<file path="src/rtl/stby_pkg.sv">
package stby_pkg;

    parameter int CNT_W = 8;
    parameter int CKS_W = 3;
    parameter int NSRC  = 5;

    typedef enum logic [1:0] {
        ST_RUN    = 2'd0,
        ST_STBY   = 2'd1,
        ST_SETTLE = 2'd2,
        ST_WDRUN  = 2'd3
    } pwr_st_e;

    // field order sets priority: first member is the MSB and wins
    typedef struct packed {
        logic nmi;
        logic irq;
        logic rtc;
        logic tmr;
        logic pin;
    } wake_vec_t;

    typedef struct packed {
        logic cpu;
        logic per;
        logic ckout;
    } clk_en_t;

    function automatic logic [NSRC-1:0] pick_first(input logic [NSRC-1:0] r);
        logic [NSRC-1:0] g;
        g = '0;
        for (int i = NSRC - 1; i >= 0; i--) begin
            if (r[i] && (g == '0)) g[i] = 1'b1;
        end
        return g;
    endfunction

    function automatic clk_en_t clocks_for(input pwr_st_e s);
        clk_en_t c;
        c = (s == ST_RUN || s == ST_WDRUN) ? 3'b111 : 3'b000;
        return c;
    endfunction

endpackage

</file>
<file path="src/rtl/stby_wake_src.sv">
module stby_wake_src
    import stby_pkg::*;
(
    input  logic            clk,
    input  logic            rst,
    input  logic            nmi,
    input  logic            irq,
    input  logic            rtc,
    input  logic            tmr,
    input  logic            pin,
    output logic [NSRC-1:0] grant,
    output logic            any
);
    logic      irq_q;
    wake_vec_t req;

    always_ff @(posedge clk) begin
        irq_q <= irq;
    end

    always_comb begin
        req.nmi = nmi;
        req.irq = irq & ~irq_q;
        req.rtc = rtc;
        req.tmr = tmr;
        req.pin = pin;
        grant   = pick_first(req);
        any     = |req;
    end

    AST_IRQ_LEVEL_NO_WAKE: assert property (@(posedge clk) disable iff (rst)
        (irq && $past(irq)) |-> !grant[3]);

endmodule

</file>
<file path="src/rtl/stby_settle_cnt.sv">
module stby_settle_cnt
    import stby_pkg::*;
#(
    parameter int W  = CNT_W,
    parameter int SW = CKS_W
) (
    input  logic          clk,
    input  logic          rst,
    input  logic          run,
    input  logic [SW-1:0] cks,
    output logic [W-1:0]  cnt,
    output logic          tick
);
    localparam int PRE_W = 1 << SW;

    logic [PRE_W-1:0] presc;
    logic [PRE_W:0]   lim;

    always_comb begin
        lim  = ({{PRE_W{1'b0}}, 1'b1} << ({1'b0, cks} + 1'b1)) - 1'b1;
        tick = run && (presc == lim[PRE_W-1:0]);
    end

    always_ff @(posedge clk) begin
        if (rst || !run) begin
            presc <= '0;
            cnt   <= '0;
        end else if (tick) begin
            presc <= '0;
            cnt   <= cnt + 1'b1;
        end else begin
            presc <= presc + 1'b1;
        end
    end

    AST_CNT_STEP: assert property (@(posedge clk) disable iff (rst)
        tick |=> cnt == W'($past(cnt) + 1'b1));

    AST_CNT_HOLD: assert property (@(posedge clk) disable iff (rst)
        (run && !tick) |=> cnt == $past(cnt));

endmodule

</file>
<file path="src/rtl/stby_ctrl.sv">
module stby_ctrl
    import stby_pkg::*;
(
    input  logic             clk,
    input  logic             rst,
    input  logic             sleep_req,
    input  logic             cfg_we,
    input  logic             cfg_stby_en,
    input  logic [CKS_W-1:0] cfg_cks,
    input  logic             mrst_req,
    input  logic             wake_nmi,
    input  logic             wake_irq,
    input  logic             wake_rtc,
    input  logic             wake_tmr,
    input  logic             wake_pin,
    output logic             cpu_clk_en,
    output logic             per_clk_en,
    output logic             ckout_en,
    output logic             stat0,
    output logic             stat1,
    output logic [NSRC-1:0]  wake_cause,
    output logic             mrst_out
);
    localparam logic [CNT_W-1:0] CNT_TOP   = '1;
    localparam logic [CNT_W-1:0] REENTRY_M1 = CNT_W'((1 << (CNT_W - 1)) - 1);

    pwr_st_e          st;
    logic             stby_en;
    logic [CKS_W-1:0] cks;
    logic [NSRC-1:0]  w_grant;
    logic             w_any;
    logic [CNT_W-1:0] cnt;
    logic             tick;
    logic             cnt_run;
    clk_en_t          ce;

    stby_wake_src u_src (
        .clk   (clk),
        .rst   (rst),
        .nmi   (wake_nmi),
        .irq   (wake_irq),
        .rtc   (wake_rtc),
        .tmr   (wake_tmr),
        .pin   (wake_pin),
        .grant (w_grant),
        .any   (w_any)
    );

    assign cnt_run = (st == ST_SETTLE) || (st == ST_WDRUN);

    stby_settle_cnt #(.W(CNT_W), .SW(CKS_W)) u_cnt (
        .clk  (clk),
        .rst  (rst),
        .run  (cnt_run),
        .cks  (cks),
        .cnt  (cnt),
        .tick (tick)
    );

    always_ff @(posedge clk) begin
        if (rst) begin
            st         <= ST_RUN;
            stby_en    <= 1'b0;
            cks        <= '0;
            wake_cause <= '0;
            mrst_out   <= 1'b0;
        end else begin
            if (cfg_we) begin
                stby_en <= cfg_stby_en;
                cks     <= cfg_cks;
            end
            mrst_out <= mrst_req & ~stby_en;
            unique case (st)
                ST_RUN: begin
                    if (sleep_req && stby_en) st <= ST_STBY;
                end
                ST_STBY: begin
                    if (w_any) begin
                        st         <= ST_SETTLE;
                        wake_cause <= w_grant;
                    end
                end
                ST_SETTLE: begin
                    if (tick && cnt == CNT_TOP) st <= ST_WDRUN;
                end
                ST_WDRUN: begin
                    if (sleep_req && stby_en)             st <= ST_STBY;
                    else if (!stby_en)                    st <= ST_RUN;
                    else if (tick && cnt == REENTRY_M1)   st <= ST_STBY;
                end
                default: st <= ST_RUN;
            endcase
        end
    end

    always_comb begin
        ce         = clocks_for(st);
        cpu_clk_en = ce.cpu;
        per_clk_en = ce.per;
        ckout_en   = ce.ckout;
        stat0      = (st == ST_STBY) || (st == ST_SETTLE);
        stat1      = 1'b0;
    end

    AST_NO_ENTRY_WO_EN: assert property (@(posedge clk) disable iff (rst)
        (st == ST_RUN && !stby_en) |=> st == ST_RUN);

    AST_STBY_HOLD: assert property (@(posedge clk) disable iff (rst)
        (st == ST_STBY && !w_any) |=> st == ST_STBY);

    AST_SETTLE_HOLD: assert property (@(posedge clk) disable iff (rst)
        (st == ST_SETTLE && !(tick && cnt == CNT_TOP)) |=> st == ST_SETTLE);

    AST_CAUSE_ONEHOT: assert property (@(posedge clk) disable iff (rst)
        $onehot0(wake_cause));

    AST_CAUSE_STABLE: assert property (@(posedge clk) disable iff (rst)
        (st != ST_STBY) |=> $stable(wake_cause));

    AST_MRST_BLOCK: assert property (@(posedge clk) disable iff (rst)
        stby_en |=> !mrst_out);

    AST_CLOCKS_BACK: assert property (@(posedge clk) disable iff (rst)
        (st == ST_SETTLE && tick && cnt == CNT_TOP) |=> cpu_clk_en);

endmodule

</file>
<file path="config.mk">
export PLATFORM = sky130hd
export DESIGN_NAME = stby_ctrl
export DESIGN_NICKNAME = d
export VERILOG_FILES = /design/src/rtl/stby_pkg.sv /design/src/rtl/stby_wake_src.sv /design/src/rtl/stby_settle_cnt.sv /design/src/rtl/stby_ctrl.sv
export SDC_FILE = /design/constraint.sdc
export NUM_CORES = 1
export LEC_CHECK = 0
export BUFFER_PORTS_ARGS = -buffer_cell sky130_fd_sc_hd__buf_4
export CORE_AREA = 5 5 65 67
export DETAILED_ROUTE_END_ITERATION = 8
export DIE_AREA = 0 0 70 72
export PLACE_DENSITY = 0.72
export SETUP_SLACK_MARGIN = 0.15
export SLEW_MARGIN = 40
export SYNTH_ARGS = -nofsm -noshare
export SYNTH_HDL_FRONTEND = slang
export SYNTH_SLANG_ARGS = --single-unit
</file>
<file path="constraint.sdc">
create_clock -name clk -period 2.2 [get_ports clk]
set_input_delay 0.22 -clock clk [delete_from_list [all_inputs] [get_ports clk]]
set_output_delay 0.22 -clock clk [all_outputs]
set_load 0.02 [all_outputs]
</file>
==> run metrics, run 1 <==
crit path time final 2.14 ns; Post-Synthesis Mean Instance Area 8.42 um2; Root Driver clkbuf_4; critical path class register to register; Place WS 0.0545 ns; CP top delay family simple AND/OR/NAND/NOR gates; Switch Pwr ~0.00047 W; fmax around 470 MHz; GR peak layer met2; Seq/Total Area, Yosys about a third; fraction of registers with async set/reset 0%; status completed; placed cells 274; final antenna-violating net count 0; Crit. End Element register; synth warn 0; global route overflow 0; Gate power share around a third; Hold Fails Final Rpt 0; power per cell area 626 nW/um2; Final Wtd Congestion 0.776; worst reg-to-reg path cell count 8; top-area cell type share of the netlist area 33.6%; initial antenna violation count 0; Max stage delay on crit path around 0.34 ns; Max-cap violations 0; RR Startpoint cks[1]; HP Class primary input to register; Reg-to-Reg End st[1]; Worst Hold Depth 3; Post-Syn Nets 226; CTS tree yes; vias in the first global route 1344; Core Box Area 3580 um2; Reg clk slew, reported paths 0.09 ns; Netlist cell types 52; hold path endpoint cks[0]; Pint 0.000903 W; total power around 0.0014 W; CP required ~2.4 ns; Initial Utilization 48.2%; via-per-instance ratio 5.35; share of cells above drive strength 1 28.3%; Post-Syn Area ~1700 um2; die area 5040 um2; largest net degree at the start of global routing 22; Synth area leader dfxtp_1; RSZ-0062 raised after global routing yes; Post-synth top flop dfxtp_1; Post-Syn Instances around 210; worst-path cell chain and2_4, ha_4, nand2b_1, and3_4, o21a_4, o211ai_1, nor3_1, or3b_1; hpwl dp roughly 2700 um; die height 72 um; port buffer count 23; via count ~1500; # DRC 0; leakage between 0.8 and 0.9 nW; drt first-iter violations 65; Net Sw Frac around 34%; Layout area overhead 27.6%; final worst setup slack 0.0585 ns; WP buf/inv 0; Seq pwr share 42.0%; Arr. time, crit path between 2 and 2.5 ns; first-pass GRT wire length 6140 um; Antenna diodes 0; final net count between 200 and 300; critical path's slowest cell o211ai_1; R2R setup slack a little under 0.06 ns; met1 Track Usage GR 19.0%; Synth Register Bits 29; M3 GR Usage under 10%; TritonRoute pass-1 iters 4; hold wc startpoint cfg_cks[0]; overall routing resource usage 15.1%; # H-tree levels 2; top cells by area, synth dfxtp_1, nor2_1, mux2i_1; # setup viols final 0; Worst Clk Skew 0.0118 ns; Avg WL per Cell 12.9 um; Max VDD drop 0.000444 V; total CTS buffers 5; Slew Viols, Final 0; routing usage on met2 23.9%; FP Rows 22; Layout Cells excl Fill ~290; post-route clock period utilization 97.3%; Post-synth EDFFs 0; Crit Path Max Fanout 6; IO Pins 25; die width 70 um; clock buffer depth 2; CTS sink count 29; startpoint types register; clock latency on the worst-skew pair 0.34 ns; WL final about 3700 um; clock power share 24.1%
-- synth_stat cells (all sizes together), types with 2 or more instances --
cell type   n
clkbuf      4
o2111ai     2
xnor2       2
a22oi       2
o31ai       3
and2        2
mux2i       9
a32oi       2
nor3        8
a31oi       2
or3         8
o21ai       6
nand2      15
dfxtp      29
buf         6
o211ai      4
nand2b      5
xor2        6
nand3       8
nor2b       5
nor2       31
nor3b       2
inv         7
o21a        3
nor4        2
and3        4
nand3b      2
a21oi       5
ha          7
-- cells by family after synthesis --
family | after synthesis | synth area share (%)
and+or+nand+nor | 98 | 30.8
AOI/OAI and AO/OA | 36 | 15.5
DFF | 29 | 33.6
buffers and inverters | 17 | 5.44
muxes | 9 | 5.22
xor gates and xnor gates | 8 | 4.06
adders and majority gates | 7 | 5.08
other | 1 | 0.217
-- worst register-to-register path, delay by kind of cell (launching register included) --
kind | cells | cell delay (ns)
AND/OR/NAND/NOR | 5 | 0.97
AO/OA/AOI/OAI | 2 | 0.56
flip-flops | 1 | 0.33
adder cells (fa/ha/maj) | 1 | 0.17
-- how the worst max path moves through the flow --
| stage | start | endpoint | cells past startpoint |
|---|---|---|---|
| CTS | cks[1] | u_cnt.cnt[7] | 9 |
| finish | cks[1] | st[1] | 8 |
| detailed placement | cks[1] | st[1] | 8 |
| global placement | cks[1] | st[1] | 8 |
| floorplan | cks[1] | st[1] | 9 |
| global route | cks[1] | st[1] | 8 |
-- power groups by stage --
| stage | registers [W] | logic [W] | clock network, W |
|---|---|---|---|
| 6_report | 0.000578 | 0.000467 | 0.000332 |
| 5_1_grt | 0.000583 | 0.000510 | 0.000376 |
| 4_1_cts | 0.000579 | 0.000438 | 0.000343 |
| 3_5_place_dp | 0.000591 | 0.000430 | 0 |
| 3_3_place_gp | 0.000590 | 0.000427 | 0 |
| 2_1_floorplan | 0.000600 | 0.000294 | 0 |
-- registers in the layout, indices dropped and copies added (netlist names) --
| name | cells |
|---|---|
| u_cnt.cnt | 8 |
| u_cnt.presc | 8 |
| wake_cause | 5 |
| cks | 3 |
| st | 2 |
| mrst_out | 1 |
| stby_en | 1 |
| u_src.irq_q | 1 |
-- per-stage QoR --
stage | TNS, ns | hold WS, ns | utilization [%] | area [um2]
final | 0 | 0.125 | 61.5 | 2200
after global routing | -0.0834 | 0.118 | 61.5 | 2200
after CTS | 0 | 0.113 | 58.1 | 2080
after detailed placement | 0 | 0.334 | 55.6 | 1990
after global placement | 0 | 0.332 | 55.6 | 1990
after floorplan | 0 | 0.248 | - | 1760
-- layout by cell type (no fill, tap or decap), types with 2 or more instances in the layout --
cell type	instances
nor3_1	4
a22oi_1	2
buf_6	2
nand3b_1	2
o211ai_1	4
inv_1	7
o21ai_0	4
a31oi_1	2
nor3b_1	2
nand2_1	14
o31ai_1	2
nand3_1	7
o21ai_1	2
nor2b_4	2
and3_1	3
mux2i_1	9
o21a_1	2
ha_1	6
xor2_1	6
nor2_1	30
a32oi_1	2
xnor2_1	2
or3_1	8
dfxtp_2	2
clkbuf_4	5
buf_4	35
dfxtp_1	27
nor2b_1	3
nor3_4	3
nand2b_1	5
a21oi_1	4
-- layout make-up --
class	count	area, um2
timing repair buffer	38	295
multi-input combinational	159	1180
clock buffer	7	55.1
sequential	29	583
fill	339	1380
inverter	7	26.3
tap	48	60.1
-- routing by layer --
metal / vias to the layer above / wire, um
met5: - / 0
met4: 0 / 50
met3: 6 / 160
met2: 23 / 1770
met1: 719 / 1740
li1: 794 / -
-- what timing repair did --
action | CTS | global route
pin swaps | 2 | 8
hold buffers | 1 | 0
gates resized for setup | 4 | 14
setup endpoints to repair | 16 | 18
hold endpoints to repair | 1 | 0
setup buffers | 1 | 5
No activity file was read; power rests on OpenSTA's default activity.
==> run 2, diff against run 1 <==
--- a/config.mk
+++ b/config.mk
@@ -9,7 +9,8 @@
 export CORE_AREA = 5 5 65 67
 export DETAILED_ROUTE_END_ITERATION = 8
 export DIE_AREA = 0 0 70 72
-export PLACE_DENSITY = 0.72
+export HOLD_SLACK_MARGIN = 0.08
+export PLACE_DENSITY = 0.7
 export SETUP_SLACK_MARGIN = 0.15
 export SLEW_MARGIN = 40
 export SYNTH_ARGS = -nofsm -noshare
==> constraint.sdc (replaced) <==
create_clock -name clk -period 2.6 [get_ports clk]
set_input_delay 0.26 -clock clk [delete_from_list [all_inputs] [get_ports clk]]
set_output_delay 0.26 -clock clk [all_outputs]
set_load 0.02 [all_outputs]
==> run 2 against run 1 <==
Compared with the run above: combinational power decreased by 24%; worst setup slack better by 0.21 ns; sequential share of layout area grew 2.4 points; non-clock buffer count fell by 9; count of clock-buffer cells in the layout stayed put; routed wire length down 5.6%; cell count fell by 3.1%; hold slack gained 0.050 ns; clock power decreased by 18%; utilization fell by 5.3 points; critical path depth unchanged; critical endpoint unchanged.
==> run metrics, run 2 (same netlist as run 1, synthesis figures left out) <==
status completed; Final Wtd Congestion 0.795 (+2.4%); share of cells above drive strength 1 20.3% (-8.0 points); RR Startpoint cks[1]; final antenna-violating net count 0 (unchanged); Worst Clk Skew 0.00874 ns (-0.00309 ns); Critical Path Stages 8 (unchanged); vias in the first global route 1369 (+1.9%); final net count 252 (-3.4%); postcts setup bufs 0 (-1); power per cell area 556 nW/um2 (-11%); clock power share 24.3% (+0.2 points); via-per-instance ratio 5.37 (+0.28%); critical path startpoint cks[1]; initial antenna violation count 0 (unchanged); Avg WL per Cell 12.6 um (-2.5%); WL final 3520 um (-5.6%); worst reg-to-reg path cell count 8 (unchanged); Net Sw Frac 33.5% (-0.87 points); Max-cap violations 0 (unchanged); drt first-iter violations 92 (+42%); Finished Core Util 56.2% (-5.3 points); fmax 429 MHz (-8.2%); Core Box Area 3580 um2 (unchanged); first-pass GRT wire length 6090 um (-0.91%); R2R setup slack 0.27 ns (+0.21 ns); critical path's slowest cell ha_1; Root Driver clkbuf_4; IO Pins 25 (unchanged); Arr. time, crit path 2.55 ns (+0.18 ns); Max stage delay on crit path 0.36 ns (+0.02 ns); Initial Utilization 48.2% (unchanged); Crit. End Element register; HP Class primary input to register; placed cell areas 1930 um2 (-3.1%); leakage 0.772 nW (-8.0%); critical path class register to register; clock latency on the worst-skew pair 0.32 ns (-0.02 ns); Largest regs u_cnt.cnt x8, u_cnt.presc x8, wake_cause x5; startpoint types register; Hold Fails Final Rpt 0 (unchanged); RSZ-0062 raised after global routing no; # setup viols final 0 (unchanged); die height 72 um (unchanged); CP top delay family simple AND/OR/NAND/NOR gates; Seq pwr share 43.8% (+1.8 points); Reg-to-Reg End st[1]; CP required 2.82 ns (+0.39 ns); hpwl dp 2580 um (-2.9%); die area 5040 um2 (unchanged); Antenna diodes 0 (unchanged); setup_tns 0 ns (unchanged); # H-tree levels 2 (unchanged); die width 70 um (unchanged); hold wc startpoint cfg_cks[0]; WP buf/inv 0 (unchanged); fillers 336 (-0.88%); Switch Pwr 0.000375 W (-21%); via count 1498 (-2.9%); overall routing resource usage 14.9% (-0.20 points); largest net degree at the start of global routing 22 (unchanged); worst setup path end st[1]; CTS tree yes; Worst Hold Depth 3 (unchanged); most frequent cells in the layout nor2_1, dfxtp_1, buf_4; Max VDD drop 0.000426 V (-4.1%); Layout area overhead 16.5%; commonest non-fill, non-tap cell in the layout nor2_1; Reg clk slew, reported paths 0.09 ns (about the same); port buffer count 23 (unchanged); CTS sink count 29 (unchanged); FP Rows 22 (unchanged); crit path time final 2.33 ns (+0.192 ns); Gate power share 31.9% (-2.0 points); TritonRoute pass-1 iters 4 (unchanged); design area 2010 um2 (-8.6%); # DRC 0 (unchanged); clock buffer depth 2 (unchanged); Crit Path Max Fanout 6 (unchanged); Slew Viols, Final 0 (unchanged); worst-path cell chain and2_4, ha_1, nor2b_1, and3_1, o21a_1, o211ai_1, nor3_1, or3b_1; post-route clock period utilization 89.7% (-7.6 points); total CTS buffers 5 (unchanged); Pint 0.000743 W (-18%); global route overflow 0 (unchanged)
-- run 2: area by class of cell --
cell class | count | area, um2 | share of cell area (%)
well taps | 48 | 60.1 | 2.99
clock buffers | 7 | 55.1 | 2.74
multi-input cells | 159 | 1070 | 53.1
inverters | 7 | 26.3 | 1.31
repair buffers | 29 | 220 | 11.0
flip-flops and latches | 29 | 581 | 28.9
-- run 2: power groups by stage --
stage	registers [W]	logic [W]	clock network (W)
after detailed placement	0.000500	0.000349	0
after CTS	0.000490	0.000352	0.000286
final	0.000489	0.000356	0.000272
after global placement	0.000499	0.000351	0
after floorplan	0.000506	0.000243	0
after global routing	0.000495	0.000401	0.000302
-- run 2: worst reg2reg max path, stage by stage, from the launching register on --
cell,delay [ns]
dfxtp_1,0.32
and2_4,0.16
ha_1,0.36
nor2b_1,0.19
and3_1,0.21
o21a_1,0.21
o211ai_1,0.36
nor3_1,0.09
or3b_1,0.34
-- run 2: worst min-delay path by stage --
stage,to,slack (ns)
after floorplan,u_src.irq_q,0.29
final,cks[0],0.17
after global placement,u_src.irq_q,0.37
after detailed placement,u_src.irq_q,0.37
after global routing,cks[0],0.16
after CTS,cks[0],0.16
-- run 2: metrics by stage --
stage	setup slack (ns)	power, W	cells	hold slack, ns
floorplan	0.331	0.000749	205	0.288
global placement	0.255	0.000850	271	0.372
detailed placement	0.227	0.000849	271	0.374
CTS	0.218	0.00113	279	0.161
global route	0.149	0.00120	279	0.159
finish	0.267	0.00112	279	0.174
-- run 2: repair_timing --
action	in CTS	in global routing
hold buffers	1	0
endpoints found under the setup margin	0	12
gates resized for setup	0	3
hold endpoints to repair	1	0
-- run 2: layer usage --
layer  GRT usage, %  part of all wire, %  up-vias
li1               -                    -      776
met5              0                    0        -
met2           23.1                   46       35
met1           19.6                   47      680
met4           6.17                  1.6        0
met3           4.29                  4.7        7
==> run 3, diff against run 2 <==
--- a/config.mk
+++ b/config.mk
@@ -7,6 +7,7 @@
 export LEC_CHECK = 0
 export BUFFER_PORTS_ARGS = -buffer_cell sky130_fd_sc_hd__buf_4
 export CORE_AREA = 5 5 65 67
+export CTS_BUF_LIST = sky130_fd_sc_hd__clkbuf_8
 export DETAILED_ROUTE_END_ITERATION = 8
 export DIE_AREA = 0 0 70 72
 export HOLD_SLACK_MARGIN = 0.08
==> run 3 against run 2 <==
Compared with the run above: clock power up 33%; register-to-register slack about the same; largest cell class unchanged; critical path depth unchanged; clock skew down 0.0067 ns; routed wire length down 0.80%.
==> run metrics, run 3 (same netlist as run 1, synthesis figures left out) <==
overall routing resource usage 14.8% (-0.15 points); clock latency on the worst-skew pair 0.28 ns (-0.04 ns); CTS sink count 29 (unchanged); initial antenna violation count 0 (unchanged); Final Wtd Congestion 0.795 (unchanged); Core Box Area 3580 um2 (unchanged); share of cells above drive strength 1 20.4% (+0.088 points); final net count 251 (-0.40%); setup_tns 0 ns (unchanged); total CTS buffers 5 (unchanged); clock buffer depth 2 (unchanged); via-per-instance ratio 5.36 (-0.18%); # setup viols final 0 (unchanged); Root Driver clkbuf_8; via count 1490 (-0.53%); Crit Path Max Fanout 6 (unchanged); FP Rows 22 (unchanged); Max-cap violations 0 (unchanged); RSZ-0062 raised after global routing no; drt first-iter violations 85 (-7.6%); first-pass GRT wire length 6110 um (+0.46%); hpwl dp 2580 um (unchanged); global route overflow 0 (unchanged); die width 70 um (unchanged); port buffer count 23 (unchanged); Avg WL per Cell 12.5 um (-0.44%); Largest regs u_cnt.cnt x8, u_cnt.presc x8, wake_cause x5; startpoint types register; Slew Viols, Final 0 (unchanged); vias in the first global route 1370 (+0.073%); post-route clock period utilization 89.9% (+0.15 points); Initial Utilization 48.2% (unchanged); status completed; power per cell area 594 nW/um2 (+6.9%); Layout area overhead 17.8%; leakage 0.785 nW (+1.7%); commonest non-fill, non-tap cell in the layout nor2_1; final antenna-violating net count 0 (unchanged); die area 5040 um2 (unchanged); HP Class primary input to register; IO Pins 25 (unchanged); Hold Fails Final Rpt 0 (unchanged); fmax 428 MHz (-0.16%); crit path time final 2.34 ns (+0.00383 ns); CTS tree yes; Arr. time, crit path 2.50 ns (-0.05 ns); die height 72 um (unchanged); Max VDD drop 0.000339 V (-20%); critical path class register to register; Worst Clk Skew 0.00206 ns (-0.00668 ns); Reg clk slew, reported paths 0.06 ns (-0.03 ns); largest net degree at the start of global routing 22 (unchanged); CP required 2.76 ns (-0.06 ns); Crit. End Element register; Antenna diodes 0 (unchanged); most frequent cells in the layout nor2_1, dfxtp_1, buf_4; TritonRoute pass-1 iters 4 (unchanged); # H-tree levels 2 (unchanged); WL final 3490 um (-0.80%); # DRC 0 (unchanged); Hold WS 0.0900 ns (-0.0844 ns)
run 3: routing by layer:
metal / global-route usage, % / routed length (um) / vias up
met4: 4.89 / 46 / 0
met5: 0 / 0 / -
li1: - / - / 772
met3: 4.29 / 148 / 6
met1: 19.3 / 1670 / 685
met2: 23.6 / 1630 / 27
run 3: power breakdown:
group	switching (W)	internal [W]
combinational	0.000208	0.000147
sequential	0.0000230	0.000468
clock	0.000156	0.000205
run 3: path summary, 6_finish.rpt:
kind                            cells past startpoint  slack [ns]       endpoint           from
worst min-delay path                                1        0.09    u_src.irq_q       wake_irq
worst max-delay path                                8        0.26          st[1]         cks[1]
worst max register to register                      8        0.26          st[1]         cks[1]
worst min register to register                      2        0.46  wake_cause[3]  wake_cause[3]
run 3: final cells by class:
| type | instances | area [um2] |
|---|---|---|
| clock inverter | 1 | 3.75 |
| multi-input combinational | 159 | 1070 |
| timing repair buffer | 28 | 210 |
| fill | 341 | 1550 |
| clock buffer | 6 | 82.6 |
| tap | 48 | 60.1 |
| sequential | 29 | 581 |
| inverter | 7 | 26.3 |
run 3: repair_timing:
| action | CTS | global route |
|---|---|---|
| buffers inserted | 0 | 0 |
| hold buffers | 0 | 0 |
| endpoints found under the setup margin | 0 | 12 |
| resized for setup | 0 | 3 |
run 3: metrics by stage:
step	setup WS, ns	total power [W]	utilization (%)	instance area [um2]	instances
global placement	0.255	0.000850	53.9	1930	271
floorplan	0.331	0.000749	-	1730	205
global route	0.146	0.00129	56.8	2030	278
CTS	0.222	0.00121	56.3	2010	278
detailed placement	0.227	0.000849	53.9	1930	271
finish	0.263	0.00121	56.8	2030	278
run 3: critical path, stage by stage, from the launching register on:
cell      delay [ns]
dfxtp_1         0.31
and2_4          0.16
ha_1            0.36
nor2b_1         0.19
and3_1          0.21
o21a_1          0.21
o211ai_1        0.36
nor3_1          0.09
or3b_1          0.34
